## config.mk

```make
export PLATFORM = sky130hd
export DESIGN_NAME = smi_idle_ctrl
export DESIGN_NICKNAME = d
export VERILOG_FILES = /design/src/rtl/smi_pkg.sv /design/src/rtl/smi_tick_gen.sv /design/src/rtl/smi_idle_timer.sv /design/src/rtl/smi_evt_ctrl.sv /design/src/rtl/smi_stp_ctrl.sv /design/src/rtl/smi_idle_ctrl.sv
export SDC_FILE = /design/constraint.sdc
export NUM_CORES = 1
export LEC_CHECK = 0
export BUFFER_PORTS_ARGS = -buffer_cell sky130_fd_sc_hd__buf_4
export CORE_ASPECT_RATIO = 1.25
export CORE_MARGIN = 4
export CORE_UTILIZATION = 50
export CTS_CLUSTER_SIZE = 28
export DETAILED_ROUTE_END_ITERATION = 16
export GPL_TIMING_DRIVEN = 0
export MAX_ROUTING_LAYER = met4
export PLACE_DENSITY_LB_ADDON = 0.15
export SYNTH_ARGS = -nofsm -noshare
export SYNTH_HDL_FRONTEND = slang
export SYNTH_SLANG_ARGS = --single-unit
```

## constraint.sdc

```tcl
create_clock -name clk -period 3.25 [get_ports clk]
set_input_delay 0.4875 -clock clk [delete_from_list [all_inputs] [get_ports clk]]
set_output_delay 0.4875 -clock clk [all_outputs]
set_load 0.005 [all_outputs]
```

## src/rtl/smi_pkg.sv

```systemverilog
package smi_pkg;

  typedef enum logic [1:0] {
    TK_MINUTE = 2'b00,
    TK_FROZEN = 2'b01,
    TK_CLOCK  = 2'b10,
    TK_MSEC   = 2'b11
  } tick_sel_e;

  localparam logic [1:0] A_CTRL   = 2'd0;
  localparam logic [1:0] A_RELOAD = 2'd1;
  localparam logic [1:0] A_STATUS = 2'd2;
  localparam logic [1:0] A_COUNT  = 2'd3;

  // control word bit positions
  localparam int B_GATE  = 0;
  localparam int B_STPEN = 1;
  localparam int B_SCALE = 2;
  localparam int B_SEL_L = 3;

  // number of clocks per tick; 0 means the tick never fires
  function automatic logic [31:0] tick_period(tick_sel_e sel,
                                              logic [31:0] min_cyc,
                                              logic [31:0] ms_cyc);
    case (sel)
      TK_MINUTE: return min_cyc;
      TK_CLOCK:  return 32'd1;
      TK_MSEC:   return ms_cyc;
      default:   return 32'd0;
    endcase
  endfunction

  // next idle count given load and tick conditions
  function automatic logic [7:0] idle_next(logic [7:0] cur, logic load,
                                           logic [7:0] load_val, logic tick);
    if (load)                     return load_val;
    else if (tick && cur != 8'd0) return cur - 8'd1;
    else                          return cur;
  endfunction

endpackage

```

## src/rtl/smi_tick_gen.sv

```systemverilog
module smi_tick_gen #(
  parameter int unsigned MIN_CYC = 1_980_000_000,
  parameter int unsigned MS_CYC  = 33_000
) (
  input  logic                clk,
  input  logic                rst_n,
  input  smi_pkg::tick_sel_e  sel,
  input  logic                restart,
  output logic                tick
);
  localparam int unsigned MAXP  = (MIN_CYC > MS_CYC) ? MIN_CYC : MS_CYC;
  localparam int          PRE_W = $clog2(MAXP) + 1;

  logic [PRE_W-1:0] pre_q;
  logic [PRE_W-1:0] per_w;
  logic             frozen;

  assign per_w  = PRE_W'(smi_pkg::tick_period(sel, 32'(MIN_CYC), 32'(MS_CYC)));
  assign frozen = (per_w == '0);
  assign tick   = !frozen && (pre_q == per_w - 1'b1);

  always_ff @(posedge clk or negedge rst_n) begin
    if (!rst_n)       pre_q <= '0;
    else if (restart) pre_q <= '0;
    else if (frozen)  pre_q <= pre_q;
    else if (tick)    pre_q <= '0;
    else              pre_q <= pre_q + 1'b1;
  end

  AST_FROZEN_NO_TICK: assert property (@(posedge clk) disable iff (!rst_n)
    (sel == smi_pkg::TK_FROZEN) |-> !tick);
  AST_CLOCK_EVERY: assert property (@(posedge clk) disable iff (!rst_n)
    (sel == smi_pkg::TK_CLOCK) && !restart |=> (sel != smi_pkg::TK_CLOCK) || tick);

endmodule

```

## src/rtl/smi_idle_timer.sv

```systemverilog
module smi_idle_timer #(
  parameter int CNT_W = 8
) (
  input  logic             clk,
  input  logic             rst_n,
  input  logic             tick,
  input  logic             load,
  input  logic [CNT_W-1:0] load_val,
  output logic [CNT_W-1:0] count,
  output logic             expire
);
  logic [CNT_W-1:0] cnt_q;

  assign count  = cnt_q;
  assign expire = tick && !load && (cnt_q == CNT_W'(1));

  always_ff @(posedge clk or negedge rst_n) begin
    if (!rst_n)                     cnt_q <= '0;
    else if (load)                  cnt_q <= load_val;
    else if (tick && cnt_q != '0)   cnt_q <= cnt_q - 1'b1;
  end

  AST_TMR_LOAD: assert property (@(posedge clk) disable iff (!rst_n)
    load |=> count == $past(load_val));
  AST_TMR_STEP: assert property (@(posedge clk) disable iff (!rst_n)
    tick && !load && (count != '0) |=> count == $past(count) - 1'b1);
  AST_TMR_EXPIRE_ZERO: assert property (@(posedge clk) disable iff (!rst_n)
    expire |=> count == '0);
  AST_TMR_ZERO_HOLD: assert property (@(posedge clk) disable iff (!rst_n)
    (count == '0) && !load |=> count == '0);

endmodule

```

## src/rtl/smi_evt_ctrl.sv

```systemverilog
module smi_evt_ctrl #(
  parameter int N_SRC = 2
) (
  input  logic             clk,
  input  logic             rst_n,
  input  logic [N_SRC-1:0] ev_set,
  input  logic             clr_we,
  input  logic [N_SRC-1:0] clr_mask,
  input  logic             gate,
  output logic [N_SRC-1:0] pend,
  output logic             smi_n
);
  logic [N_SRC-1:0] pend_q;

  for (genvar i = 0; i < N_SRC; i++) begin : g_src
    always_ff @(posedge clk or negedge rst_n) begin
      if (!rst_n) pend_q[i] <= 1'b0;
      else        pend_q[i] <= ev_set[i] | (pend_q[i] & ~(clr_we & clr_mask[i]));
    end

    AST_EVT_RECORD: assert property (@(posedge clk) disable iff (!rst_n)
      ev_set[i] |=> pend_q[i]);
    AST_EVT_W1C: assert property (@(posedge clk) disable iff (!rst_n)
      clr_we && clr_mask[i] && !ev_set[i] |=> !pend_q[i]);
    AST_EVT_HOLD: assert property (@(posedge clk) disable iff (!rst_n)
      pend_q[i] && !(clr_we && clr_mask[i]) |=> pend_q[i]);
  end

  assign pend  = pend_q;
  assign smi_n = ~(gate & (|pend_q));

endmodule

```

## src/rtl/smi_stp_ctrl.sv

```systemverilog
module smi_stp_ctrl (
  input  logic clk,
  input  logic rst_n,
  input  logic port_hit,
  input  logic port_wr,
  input  logic en_we,
  input  logic en_val,
  output logic en,
  output logic stp_act
);
  logic en_q, stp_q;
  logic en_d, stp_d;
  logic port_rd_hit, port_wr_hit;

  assign port_rd_hit = port_hit && !port_wr;
  assign port_wr_hit = port_hit && port_wr;

  always_comb begin
    if (port_wr_hit) en_d = 1'b0;
    else if (en_we)  en_d = en_val;
    else             en_d = en_q;
    stp_d = en_d && (stp_q || (port_rd_hit && en_q));
  end

  always_ff @(posedge clk or negedge rst_n) begin
    if (!rst_n) begin
      en_q  <= 1'b0;
      stp_q <= 1'b0;
    end else begin
      en_q  <= en_d;
      stp_q <= stp_d;
    end
  end

  assign en      = en_q;
  assign stp_act = stp_q;

  AST_STP_NEEDS_EN: assert property (@(posedge clk) disable iff (!rst_n)
    stp_q |-> en_q);
  AST_PORT_WR_DROPS: assert property (@(posedge clk) disable iff (!rst_n)
    port_wr_hit |=> !en_q && !stp_q);
  AST_RD_ASSERTS: assert property (@(posedge clk) disable iff (!rst_n)
    port_rd_hit && en_q && !en_we |=> stp_q);
  AST_RD_NO_EN: assert property (@(posedge clk) disable iff (!rst_n)
    port_rd_hit && !en_q && !stp_q |=> !stp_q);

endmodule

```

## src/rtl/smi_idle_ctrl.sv

```systemverilog
module smi_idle_ctrl #(
  parameter int          DATA_W  = 8,
  parameter int unsigned MIN_CYC = 1_980_000_000,
  parameter int unsigned MS_CYC  = 33_000
) (
  input  logic              clk,
  input  logic              rst_n,
  input  logic              cfg_we,
  input  logic [1:0]        cfg_addr,
  input  logic [DATA_W-1:0] cfg_wdata,
  output logic [DATA_W-1:0] cfg_rdata,
  input  logic              pm_port_hit,
  input  logic              pm_port_wr,
  input  logic              activity,
  input  logic              ext_smi_evt,
  output logic              smi_n,
  output logic              stpclk_n
);
  import smi_pkg::*;

  localparam int CNT_W = DATA_W;
  localparam int N_SRC = 2;

  logic                gate_q, scale_q;
  tick_sel_e           sel_q;
  logic [CNT_W-1:0]    reload_q;

  logic                wr_ctrl, wr_reload, wr_status;
  logic                tick, expire, tmr_load, stp_en, stp_act;
  logic [CNT_W-1:0]    tmr_count, tmr_load_val;
  logic [N_SRC-1:0]    pend, ev_set;

  assign wr_ctrl   = cfg_we && (cfg_addr == A_CTRL);
  assign wr_reload = cfg_we && (cfg_addr == A_RELOAD);
  assign wr_status = cfg_we && (cfg_addr == A_STATUS);

  always_ff @(posedge clk or negedge rst_n) begin
    if (!rst_n) begin
      gate_q   <= 1'b0;
      scale_q  <= 1'b0;
      sel_q    <= TK_MINUTE;
      reload_q <= '0;
    end else begin
      if (wr_ctrl) begin
        gate_q  <= cfg_wdata[B_GATE];
        scale_q <= cfg_wdata[B_SCALE];
        sel_q   <= tick_sel_e'(cfg_wdata[B_SEL_L +: 2]);
      end
      if (wr_reload) reload_q <= cfg_wdata;
    end
  end

  smi_tick_gen #(.MIN_CYC(MIN_CYC), .MS_CYC(MS_CYC)) u_tick (
    .clk(clk), .rst_n(rst_n), .sel(sel_q), .restart(wr_ctrl), .tick(tick)
  );

  assign tmr_load     = wr_reload || activity;
  assign tmr_load_val = wr_reload ? cfg_wdata : reload_q;

  smi_idle_timer #(.CNT_W(CNT_W)) u_timer (
    .clk(clk), .rst_n(rst_n), .tick(tick), .load(tmr_load),
    .load_val(tmr_load_val), .count(tmr_count), .expire(expire)
  );

  assign ev_set = {ext_smi_evt, expire};

  smi_evt_ctrl #(.N_SRC(N_SRC)) u_evt (
    .clk(clk), .rst_n(rst_n), .ev_set(ev_set), .clr_we(wr_status),
    .clr_mask(cfg_wdata[N_SRC-1:0]), .gate(gate_q), .pend(pend), .smi_n(smi_n)
  );

  smi_stp_ctrl u_stp (
    .clk(clk), .rst_n(rst_n), .port_hit(pm_port_hit), .port_wr(pm_port_wr),
    .en_we(wr_ctrl), .en_val(cfg_wdata[B_STPEN]), .en(stp_en), .stp_act(stp_act)
  );

  assign stpclk_n = ~stp_act;

  always_comb begin
    cfg_rdata = '0;
    case (cfg_addr)
      A_CTRL: begin
        cfg_rdata[B_GATE]       = gate_q;
        cfg_rdata[B_STPEN]      = stp_en;
        cfg_rdata[B_SCALE]      = scale_q;
        cfg_rdata[B_SEL_L +: 2] = sel_q;
      end
      A_RELOAD: cfg_rdata = reload_q;
      A_STATUS: cfg_rdata[N_SRC-1:0] = pend;
      default:  cfg_rdata = tmr_count;
    endcase
  end

  AST_EXPIRE_RECORDED: assert property (@(posedge clk) disable iff (!rst_n)
    expire |=> pend[0]);
  AST_GATE_OPEN_PENDING: assert property (@(posedge clk) disable iff (!rst_n)
    wr_ctrl && cfg_wdata[B_GATE] && (pend != '0) && !wr_status |=> !smi_n);
  AST_GATE_CLOSED_QUIET: assert property (@(posedge clk) disable iff (!rst_n)
    wr_ctrl && !cfg_wdata[B_GATE] |=> smi_n);

endmodule

```

# --- After elaboration in Yosys (flattened, before gate mapping) ---
# Cells that the tools add are included.
word_totals:
  reg_bits: 56
  inputBits: 17
  output_inout_bits: 10
  wordCells: 66
classes:
  addsub: 3
  n_eq_ne: 7
  muxes: 12
  bitwise: 11
  n_reduce_logical: 23
op_table:
  columns: ["cell", "n"]
  rows:
  - ["$mux W32", 3]
  - ["$pmux W31 S3", 1]
  - ["$add A32 B1 Y32 const B", 1]
  - ["$eq A32 B32 Y1", 1]
  - ["$logic_not A32 Y1", 1]
  - ["$sub A31 B1 Y32 const B", 1]
  - ["$mux W8", 3]
  - ["$logic_and A1 B1 Y1", 11]
  - ["$pmux W3 S3", 1]
  - ["$eq A8 B1 Y1 const B", 1]
  - ["$reduce_bool A8 Y1", 1]
  - ["$sub A8 B1 Y8 const B", 1]
  - ["$eq A2 B2 Y1 const B", 3]
  - ["$pmux W2 S3", 1]
  - ["$pmux W3 S2", 1]
  - ["$and A1 B1 Y1", 5]
  - ["$logic_not A2 Y1", 2]
  - ["$not A1 Y1", 4]
  - ["$reduce_or A2 Y1", 2]
  - ["$logic_not A1 Y1", 3]
  - ["$eq A2 B1 Y1 const B", 1]
  - ["$logic_or A1 B1 Y1", 2]
  - ["$mux W1", 2]
  - ["$ne A2 B1 Y1 const B", 1]
  - ["other kinds (2)", 3]

# --- Logic depth before layout (Yosys ltp) ---
# Gate-level depths: netlist (run 1).
depth:
  depth_word: 8
  depth_mapped: 10

# --- Modules after synthesis ---
# From an unflattened synthesis (run 1), not the netlist that was laid out.
unflattened:
  hier_cells: 377
  area_unflattened_um2: 3550.9
by_module_without_submodules:
  columns: ["mod", "instances", "cells_each", "area_each_um2"]
  rows:
  - ["smi_tick_gen", 1, 242, 2059.5]
  - ["smi_idle_ctrl", 1, 50, 681.9]
  - ["smi_idle_timer", 1, 70, 636.9]
  - ["smi_stp_ctrl", 1, 8, 95.1]
  - ["smi_evt_ctrl", 1, 7, 77.6]

# --- Worst setup path before layout (run 1) ---
# Ideal clock, no wire load.
synth_path:
  path_kind: "register to register"
  from: "register sel_q[1]"
  to: "register u_tick.pre_q[28]"
  setup_time_ns: 0.127
  arrival_time_ns: 2.255
  required_ns: 3.123
  slack_ns: 0.868
  stages_incl_launch_ff: 9
  n_path_buf: 2
  synth_period_minus_slack_ns: 2.382
  cell_sequence: "dfrtp_1 nand2b_1 clkbuf_2 or4_1 a222oi_1 nand4_1 buf_2 a22o_1 o21bai_1"
synth_between:
  elab_chain_cells: 8
synth_lines:
  columns: ["item", "line_no", "rtl"]
  rows:
  - ["start: declaration", "smi_idle_ctrl.sv:25", "tick_sel_e sel_q;"]
  - ["start signal: assignment", "smi_idle_ctrl.sv:47", "sel_q <= tick_sel_e'(cfg_wdata[B_SEL_L +: 2]);"]
  - ["$eq A2 B2 Y1 / $logic_not A2 Y1 (equally long branches)", "smi_pkg.sv:25", "case (sel)"]
  - ["$pmux W31 S3 (*)", "smi_pkg.sv:25", null]
  - ["$sub A31 B1 Y32 / $logic_not A32 Y1 (equally long branches)", "smi_tick_gen.sv:20, smi_tick_gen.sv:19", null]
  - ["$eq A32 B32 Y1 / $logic_not A1 Y1 (equally long branches)", "smi_tick_gen.sv:20", "assign tick = !frozen && (pre_q == per_w - 1'b1);"]
  - ["$logic_and A1 B1 Y1", "smi_tick_gen.sv:20", null]
  - ["$mux W32", "smi_tick_gen.sv:26", "else if (tick) pre_q <= '0;"]
  - ["$mux W32", "smi_tick_gen.sv:25", "else if (frozen) pre_q <= pre_q;"]
  - ["$mux W32", "smi_tick_gen.sv:24", "else if (restart) pre_q <= '0;"]
  - ["end signal: assignment", "smi_tick_gen.sv:25", null]
  - ["end signal: assignment", "smi_tick_gen.sv:27", "else pre_q <= pre_q + 1'b1;"]
  - ["end: declaration", "smi_tick_gen.sv:14", "logic [PRE_W-1:0] pre_q;"]
# Every way passes the cells marked *; elsewhere a longest branch is shown, timed or not. The select of a mux whose other input is x is not followed.
# A chain may end at the register's enable or synchronous reset.

# --- Worst setup path in the final report (run 1) ---
layout_path:
  from: "register sel_q[0]"
  to: "register u_tick.pre_q[28]"
# Same word-level chain as after synthesis.

==> metrics.cfg, run 1 <==
[run_status]
outcome = finished, final reports clean

[yosys]
yosys-top-cells-area = dfrtp_1, nand2_1, nor2_1
ys_warn_count = 0
synth_top_area_share = 0.424
synth.cell_area_sq_um = 3300
synthesis.area_per_instance_sq_um = 8.81
synth_edf_count = 0
synth_ff_type = dfrtp_1
ys_types = 50
ys_seq_elements = 56
syn_inst = 375
ys_async_sr_fraction = 1.00
syn-num-nets = 397
synth_top_area_cell = dfrtp_1
seq_area_frac_synth = 0.424

[flow_run]
drv_cap = 0

[timing]
max_freq_mhz = 344
hold_viol = 0
clock-skew-final_ns = 0.0120
setup_slack_ns = 0.345
totalNegativeSetupSlack_ns = 0
maxSlewHeadroom = 0.529
fin_crit_sh = 0.894
setup_viol = 0
drv_slew = 0
tightest_slew_ns = 0.707
rsz0062_at_grt = no
period_minus_slack_ns = 2.90

[place]
place.gp.congestion = 0.941
pre_cts_ws_ns = 0.251
hpwl_um = 5900
numPortBuffers = 24

[floorplan]
rows = 32
dieArea_sq_um = 7980
die_h_um = 98.9
core_area_sq_um = 6290
die_w_um = 80.7
initial_core_util = 0.526
boundaryPins = 27

[critical_path]
critPathCaptureType = flip-flop
cp_slowest_cell = a222oi_1
cp.required_ns = 3.43
critical_path.top_delay_family = compound AO/OA/AOI/OAI gates
path_cells = nand2b_1 -> clkbuf_2 -> or4_1 -> a222oi_1 -> nand4_1 -> buf_2 -> a22o_1 -> o21bai_1
cp_max_fo = 10
r2r_end = u_tick.pre_q[28]
cp.buffers_inverters = 2
r2r_cells = 8
worstSetupPathType = flip-flop to flip-flop
rr_startpoint = sel_q[0]
critPathMaxStageDelay_ns = 0.58
cp.arrival_ns = 3.09
regToRegSetupSlack_ns = 0.35
crit_path_start_kind = flip-flop

[drt]
drt_wl_total_um = 7950
first_iter_violations = 223
ant_nets = 0
drc = 0
via_count = 2889
first_pass_iters = 4
vias_per_cell = 5.87
post_drt_wl_per_cell_um = 16.2

[finish]
final_cell_mix = dfrtp_1, nand2_1, nor2_1, buf_4, nand3_1
areaGrowthSynthToFinish_pct = 12.0
fillCellCount = 603
num_antenna_cells = 0
multi_input_area_sq_um = 1800
layout.cells.most_common = dfrtp_1
fin_nets = 428
drive_gt1_frac = 0.123
seq_area_sq_um = 1400

[grt]
grt_use_total = 0.227
grt_max_degree = 57
grt_overflow = 0
grt_pass1_wl_um = 14000
antenna_found_initial = 0
first_global_vias = 2869

[clock_tree]
clockBufferDepth = 2
clk_pin_slew_worst_paths_ns = 0.10
cts_sinks = 56
worstSkewPairLatency_ns = 0.31
cts_max_level = 2
cts_buffers = 5
cts_root_buffer = clkbuf_8
cts_tree = done

[min_path]
hp-class = input port to async pin

[power]
power_density_nw_per_um2 = 458
finalPower_mw = 1.69
power.leakage_nw = 1.57
ir_worst_vdd_uv = 211

==> Yosys cell counts, types with 2 or more instances <==
cell / instances
o311a_1: 2
dfrtp_1: 56
buf_2: 4
nand4_1: 13
nor3_1: 13
or3_1: 5
mux4_2: 2
a31oi_1: 3
a21oi_1: 9
o21ai_0: 12
nor3b_1: 5
and2_1: 2
nor4_1: 5
a211o_1: 3
and3_1: 8
nand4b_1: 2
nor2b_1: 5
a2111oi_0: 2
o211ai_1: 3
a211oi_1: 6
nand2_1: 50
nand3_1: 22
clkbuf_1: 12
o31ai_1: 4
xnor2_1: 8
mux2i_1: 8
mux2_2: 8
nor2_1: 48
inv_1: 8
ha_1: 5
nand2b_1: 4
or4_1: 5
xor2_1: 16
==> per-layer routing <==
layer | GRT usage | vias to the layer above | part of all wire | wire length (um)
li1 | - | 1409 | - | -
met5 | - | - | 0 | 0
met2 | 0.387 | 55 | 0.54 | 4270
met3 | 0.0311 | 7 | 0.033 | 260
met1 | 0.279 | 1418 | 0.42 | 3340
met4 | 0.0585 | 0 | 0.010 | 80
==> through the flow <==
step                      cell area, sq um  hold WS (ns)   util  instances
after floorplan                       3300         0.192      -        375
after global placement                3590         0.470  0.571        484
after detailed placement              3590         0.468  0.571        484
after CTS                             3700         0.249  0.588        492
after global routing                  3700         0.257  0.589        492
final                                 3700         0.211  0.589        492
==> repair_timing <==
item,4_1_cts,5_1_grt
endpoints found under the hold margin,0,0
setup endpoints to repair,0,16
gates resized for setup,0,1
setup buffers,0,0
hold buffers,0,0
==> power breakdown <==
group / switching [mW] / internal, mW
Combinational: 0.201 / 0.176
Sequential: 0.0936 / 0.774
Clock: 0.219 / 0.229
==> how the worst max path moves through the flow <==
stage,from,to,slack [ns],cells past startpoint
4_1_cts,sel_q[1],u_tick.pre_q[28],0.23,9
6_report,sel_q[0],u_tick.pre_q[28],0.35,8
3_5_place_dp,sel_q[1],u_tick.pre_q[28],0.25,9
5_1_grt,sel_q[1],u_tick.pre_q[28],0.11,10
2_1_floorplan,sel_q[1],u_tick.pre_q[28],0.87,8
3_3_place_gp,sel_q[1],u_tick.pre_q[28],0.27,9
==> state kept, by name, summed over array words and instances, names as in the netlist <==
signal         cells
u_evt.pend         2
sel_q              2
u_tick.pre_q      32
scale_q            1
u_stp.en           1
reload_q           8
u_stp.stp_act      1
u_timer.count      8
gate_q             1
==> kinds of logic (layout without fill, tap and decap cells) <==
kind of cell,count (synthesis),in the layout,synth area share
XOR/XNOR,24,24,0.0636
adder cells (fa/ha/maj),5,5,0.0189
buffers and inverters,25,57,0.0303
multiplexers,18,18,0.0651
flip-flops,56,56,0.424
AND/OR/NAND/NOR,192,192,0.284
AO/OA/AOI/OAI,55,55,0.114
==> final cells by class <==
type | instances | share of cell area
Clock inverter | 2 | 0.00947
Inverter | 8 | 0.00812
Tap cell | 85 | 0.0287
Multi-Input combinational cell | 294 | 0.488
Buffer | 17 | 0.0189
Clock buffer | 6 | 0.0196
Sequential cell | 56 | 0.379
Timing Repair Buffer | 24 | 0.0487
Note: power is estimated with default switching activity, not from simulation.
==> run 2, diff against run 1 <==
RECOVER_POWER = 100   (was default)
==> run 2 against run 1 <==
  * Combinational power down 1%
  * Register-to-register slack barely moved
  * Global-route usage unchanged
  * Largest cell class unchanged
  * Largest power group unchanged
  * Highest routed layer unchanged
==> metrics.cfg, run 2 (synthesis results as in run 1) <==
[timing]
rsz0062_at_grt = no  ; unchanged
fin_crit_sh = 0.898  ; was 0.894
setup_slack_ns = 0.332  ; was 0.345 ns
whs_ns = 0.349  ; was 0.211 ns
period_minus_slack_ns = 2.92  ; was 2.90 ns
maxSlewHeadroom = 0.0720  ; was 0.529
tightest_slew_ns = 1.39  ; was 0.707 ns
drv_slew = 0  ; unchanged
totalNegativeSetupSlack_ns = 0  ; unchanged
setup_viol = 0  ; unchanged
clock-skew-final_ns = 0.0109  ; was 0.0120 ns
max_freq_mhz = 343  ; was 344 MHz
hold_viol = 0  ; unchanged

[grt]
grt_pass1_wl_um = 14000  ; unchanged
grt_overflow = 0  ; unchanged
grt_max_degree = 57  ; unchanged
first_global_vias = 2869  ; unchanged
antenna_found_initial = 0  ; unchanged
grt_use_total = 0.227  ; unchanged

[floorplan]
dieArea_sq_um = 7980  ; unchanged
boundaryPins = 27  ; unchanged
core_area_sq_um = 6290  ; unchanged
initial_core_util = 0.526  ; unchanged
die_w_um = 80.7  ; unchanged
die_h_um = 98.9  ; unchanged
rows = 32  ; unchanged

[power]
switching_share = 0.304  ; was 0.303
ir_worst_vdd_uv = 212  ; was 211 uV
comb_power_share = 0.221  ; was 0.223
intPower_mw = 1.17  ; was 1.18 mW
p_sw_mw = 0.514  ; about the same
finalPower_mw = 1.69  ; about the same
power_density_nw_per_um2 = 457  ; was 458 nW/um^2
power.leakage_nw = 1.56  ; was 1.57 nW
seqPwrFrac = 0.514  ; was 0.512
p_clk_frac = 0.265  ; about the same

[finish]
fin_nets = 428  ; unchanged
drive_gt1_frac = 0.108  ; was 0.123
fin_util = 0.588  ; was 0.589
top_register = u_tick.pre_q  ; unchanged
fillCellCount = 604  ; was 603
areaGrowthSynthToFinish_pct = 11.9  ; was 12.0%
fin_area_sq_um = 3700  ; about the same
final_cell_count_no_fill = 492  ; unchanged
largest_register_ffs = 32  ; unchanged
layout.cells.most_common = dfrtp_1  ; unchanged
final_cell_mix = dfrtp_1, nand2_1, nor2_1, nand3_1  ; was dfrtp_1, nand2_1, nor2_1, buf_4, nand3_1
num_antenna_cells = 0  ; unchanged

[drt]
post_drt_wl_per_cell_um = 16.1  ; was 16.2 um
ant_nets = 0  ; unchanged
drc = 0  ; unchanged
first_pass_iters = 4  ; unchanged
drt_wl_total_um = 7940  ; was 7950 um
vias_per_cell = 5.82  ; was 5.87
via_count = 2865  ; was 2,889
first_iter_violations = 193  ; was 223

[clock_tree]
cts_resized = 0  ; unchanged
hold_buffers = 0  ; unchanged
cts_root_buffer = clkbuf_8  ; unchanged
cts_sinks = 56  ; unchanged
worstSkewPairLatency_ns = 0.31  ; about the same
cts_buffers = 5  ; unchanged
clk_pin_slew_worst_paths_ns = 0.10  ; about the same
cts_tree = done  ; unchanged
clockBufferDepth = 2  ; unchanged
cts_setup_buffers = 0  ; unchanged
cts_max_level = 2  ; unchanged

[critical_path]
rr_startpoint = sel_q[0]  ; unchanged
worstSetupPathType = flip-flop to flip-flop  ; unchanged
critical_path.top_delay_family = compound AO/OA/AOI/OAI gates  ; unchanged
critPathCaptureType = flip-flop  ; unchanged
cp.arrival_ns = 3.10  ; was 3.09 ns
cp_slowest_cell = a222oi_1  ; unchanged
path_cells = nand2b_1 -> clkbuf_2 -> or4_1 -> a222oi_1 -> nand4_1 -> buf_2 -> a22o_1 -> o21bai_1  ; unchanged
critPathMaxStageDelay_ns = 0.57  ; was 0.58 ns
cp.required_ns = 3.43  ; about the same
cp.buffers_inverters = 2  ; unchanged
crit_path_start_kind = flip-flop  ; unchanged
cp_max_fo = 10  ; unchanged
startpoint = sel_q[0]  ; unchanged

[place]
place.gp.congestion = 0.941  ; unchanged
dp_cells = 484  ; unchanged
pre_cts_ws_ns = 0.251  ; unchanged
place_area_sq_um = 3590  ; unchanged
hpwl_um = 5900  ; unchanged
numPortBuffers = 24  ; unchanged

[min_path]
hold_start = ext_smi_evt
hp-class = input port to flip-flop  ; was input port to async pin

[flow_run]
drv_cap = 0  ; unchanged

[run_status]
outcome = finished, final reports clean  ; unchanged

-- run 2: cell types whose count changed in the layout (fill, tap and decap cells not counted), sizes merged --
cell	before	now
buf	28	19
clkbuf	19	28
-- run 2: power by group through the flow --
stage	logic, mW	registers [mW]	clock network [mW]
after detailed placement	0.378	0.878	0
after floorplan	0.264	0.854	0
after global routing	0.430	0.882	0.488
final	0.373	0.868	0.448
after CTS	0.380	0.864	0.464
after global placement	0.372	0.875	0
-- run 2: area by class of cell --
cell class | instances | area, sq um | area share
flip-flops and latches | 56 | 1400 | 0.379
multi-input cells | 294 | 1800 | 0.488
clock buffers | 6 | 72.6 | 0.0196
repair buffers | 24 | 178 | 0.0481
well taps | 85 | 106 | 0.0288
clock inverters | 2 | 35.0 | 0.00948
plain buffers | 17 | 70.1 | 0.0190
inverters | 8 | 30.0 | 0.00812
-- run 2: metal layers --
| layer | share of wire | track usage |
|---|---|---|
| met4 | 0.010 | 0.0585 |
| met2 | 0.53 | 0.387 |
| met5 | 0 | - |
| met3 | 0.031 | 0.0311 |
| met1 | 0.43 | 0.279 |
-- run 2: worst paths after layout --
| check | to | slack, ns | cells after the start |
|---|---|---|---|
| worst max-delay path | u_tick.pre_q[28] | 0.33 | 8 |
| worst min-delay path | u_evt.pend[1] | 0.35 | 2 |
| worst max register to register | u_tick.pre_q[28] | 0.33 | 8 |
| worst min register to register | scale_q | 0.50 | 2 |
| max in group asynchronous | u_tick.pre_q[31] | 1.91 | 1 |
| min in group asynchronous | u_tick.pre_q[13] | 0.49 | 1 |
==> run 3, diff against run 2 <==
CORE_MARGIN = default   (was 4)
PLACE_DENSITY = 0.68   (was default)
PLACE_DENSITY_LB_ADDON = default   (was 0.15)
==> run 3 against run 2 <==
  * Clock-buffer cell count stayed put
  * Cell count did not move
  * Clock skew decreased by 0.0026 ns
  * Critical path type unchanged
  * Total power increased by 0.63%
  * Wire length decreased by 0.29%
  * Global-route usage is 3.3 points higher
  * Sequential power barely moved
  * Combinational power about the same
  * Sequential share of layout area stayed put
==> metrics.cfg, run 3 (synthesis results as in run 1) <==
[critical_path]
crit_path_start_kind = flip-flop  ; unchanged
cp.arrival_ns = 3.07  ; was 3.10 ns
startpoint = sel_q[0]  ; unchanged
rr_startpoint = sel_q[0]  ; unchanged
cp_max_fo = 10  ; unchanged
path_cells = nand2b_1 -> clkbuf_2 -> or4_1 -> a222oi_1 -> nand4_1 -> buf_2 -> a22o_1 -> o21bai_1  ; unchanged
cp.required_ns = 3.44  ; was 3.43 ns
critPathCaptureType = flip-flop  ; unchanged
cp_slowest_cell = a222oi_1  ; unchanged
worstSetupPathType = flip-flop to flip-flop  ; unchanged
critPathMaxStageDelay_ns = 0.57  ; about the same

[drt]
drc = 0  ; unchanged
first_iter_violations = 166  ; was 193
drt_wl_total_um = 7920  ; was 7940 um
via_count = 2885  ; was 2,865
ant_nets = 0  ; unchanged
vias_per_cell = 5.86  ; was 5.82
first_pass_iters = 4  ; unchanged
post_drt_wl_per_cell_um = 16.1  ; about the same

[power]
switching_share = 0.308  ; was 0.304
seqPwrFrac = 0.511  ; was 0.514
power.leakage_nw = 1.56  ; about the same
intPower_mw = 1.18  ; was 1.17 mW
p_sw_mw = 0.523  ; was 0.514 mW
power_density_nw_per_um2 = 460  ; was 457 nW/um^2
p_clk_frac = 0.269  ; was 0.265
finalPower_mw = 1.70  ; was 1.69 mW
ir_worst_vdd_uv = 237  ; was 212 uV
comb_power_share = 0.220  ; was 0.221

[floorplan]
rows = 32  ; unchanged
die_w_um = 74.7  ; was 80.7 um
core_area_sq_um = 6290  ; unchanged
initial_core_util = 0.526  ; unchanged
dieArea_sq_um = 6940  ; was 7980 sq um
boundaryPins = 27  ; unchanged
die_h_um = 92.9  ; was 98.9 um

[timing]
maxSlewHeadroom = 0.0711  ; was 0.0720
tightest_slew_ns = 1.39  ; about the same
fin_crit_sh = 0.884  ; was 0.898
drv_slew = 0  ; unchanged
hold_viol = 0  ; unchanged
totalNegativeSetupSlack_ns = 0  ; unchanged
setup_viol = 0  ; unchanged
period_minus_slack_ns = 2.87  ; was 2.92 ns
whs_ns = 0.348  ; was 0.349 ns
setup_slack_ns = 0.376  ; was 0.332 ns
rsz0062_at_grt = no  ; unchanged
clock-skew-final_ns = 0.00832  ; was 0.0109 ns
max_freq_mhz = 348  ; was 343 MHz

[clock_tree]
cts_tree = done  ; unchanged
cts_root_buffer = clkbuf_8  ; unchanged
cts_buffers = 5  ; unchanged
cts_max_level = 2  ; unchanged
hold_buffers = 0  ; unchanged
clockBufferDepth = 2  ; unchanged
cts_setup_buffers = 0  ; unchanged
worstSkewPairLatency_ns = 0.31  ; about the same
cts_sinks = 56  ; unchanged
clk_pin_slew_worst_paths_ns = 0.10  ; about the same

[min_path]
hp-class = input port to flip-flop  ; unchanged
hold_start = ext_smi_evt  ; unchanged

[place]
place_area_sq_um = 3590  ; unchanged
pre_cts_ws_ns = 0.219  ; was 0.251 ns
hpwl_um = 5880  ; was 5900 um
place.gp.congestion = 0.878  ; was 0.941
numPortBuffers = 24  ; unchanged

[finish]
layout.cells.most_common = dfrtp_1  ; unchanged
multi_input_area_sq_um = 1800  ; unchanged
fin_nets = 428  ; unchanged
fin_area_sq_um = 3700  ; unchanged
areaGrowthSynthToFinish_pct = 11.9  ; unchanged
final_cell_mix = dfrtp_1, nand2_1, nor2_1, nand3_1, buf_4  ; was dfrtp_1, nand2_1, nor2_1, nand3_1
drive_gt1_frac = 0.115  ; was 0.108
num_antenna_cells = 0  ; unchanged
fillCellCount = 627  ; was 604
seq_area_sq_um = 1400  ; unchanged
top_register = u_tick.pre_q  ; unchanged
largest_register_ffs = 32  ; unchanged

[grt]
first_global_vias = 2869  ; unchanged
use_met3 = 0.0326  ; was 0.0311
grt.busiest_layer = met2  ; unchanged
grt_overflow = 0  ; unchanged
use_met1 = 0.291  ; was 0.279
grt_pass1_wl_um = 13400  ; was 14,000 um
met2_usage = 0.462  ; was 0.387
grt_max_degree = 57  ; unchanged
grt_use_total = 0.260  ; was 0.227
antenna_found_initial = 0  ; unchanged

[flow_run]
drv_cap = 0  ; unchanged

[run_status]
outcome = finished, final reports clean  ; unchanged

==> run 3: cell count changes in the layout (fill, tap and decap cells not counted), sizes merged <==
cell / change
clkbuf: -1
buf: +1
==> run 3: cell type report <==
cell class / instances / share of cell area
clock buffers: 6 / 0.0196
flip-flops and latches: 56 / 0.379
inverters: 8 / 0.00812
multi-input cells: 294 / 0.488
repair buffers: 24 / 0.0481
well taps: 85 / 0.0288
plain buffers: 17 / 0.0190
clock inverters: 2 / 0.00948
==> run 3: worst max-delay path, delay by kind of cell, from the launching register on <==
family / cells / cell delay [ns]
buffers and inverters: 2 / 0.47
flip-flops: 1 / 0.48
AO/OA/AOI/OAI: 3 / 0.91
AND/OR/NAND/NOR: 3 / 0.89
==> run 3: per-layer routing <==
layer | wire length (um) | vias to the layer above | share of wire
li1 | - | 1404 | -
met1 | 3390 | 1418 | 0.43
met2 | 4190 | 49 | 0.53
met3 | 169 | 14 | 0.021
met4 | 175 | 0 | 0.022
met5 | 0 | - | 0
==> run 3: power groups by stage <==
stage	registers (mW)	clock network, mW	logic [mW]
4_1_cts	0.866	0.473	0.378
3_5_place_dp	0.879	0	0.377
2_1_floorplan	0.854	0	0.264
6_report	0.869	0.457	0.374
3_3_place_gp	0.875	0	0.371
5_1_grt	0.883	0.498	0.417
==> run 3: through the flow <==
step,cells,utilization
floorplan,375,-
global placement,484,0.571
detailed placement,484,0.571
CTS,492,0.588
global route,492,0.588
finish,492,0.588
==> run 3: repair_timing <==
action / CTS / global route
endpoints found under the setup margin: 0 / 7
resized for setup: 0 / 1
endpoints found under the hold margin: 0 / 0
==> run 3: final timing paths <==
check,to,slack [ns],depth (start not counted)
max reg2reg,u_tick.pre_q[28],0.38,8
min,u_evt.pend[1],0.35,2
max,u_tick.pre_q[28],0.38,8
min reg2reg,u_stp.stp_act,0.50,1
max in group asynchronous,u_tick.pre_q[30],1.92,1
min in group asynchronous,u_tick.pre_q[9],0.48,1
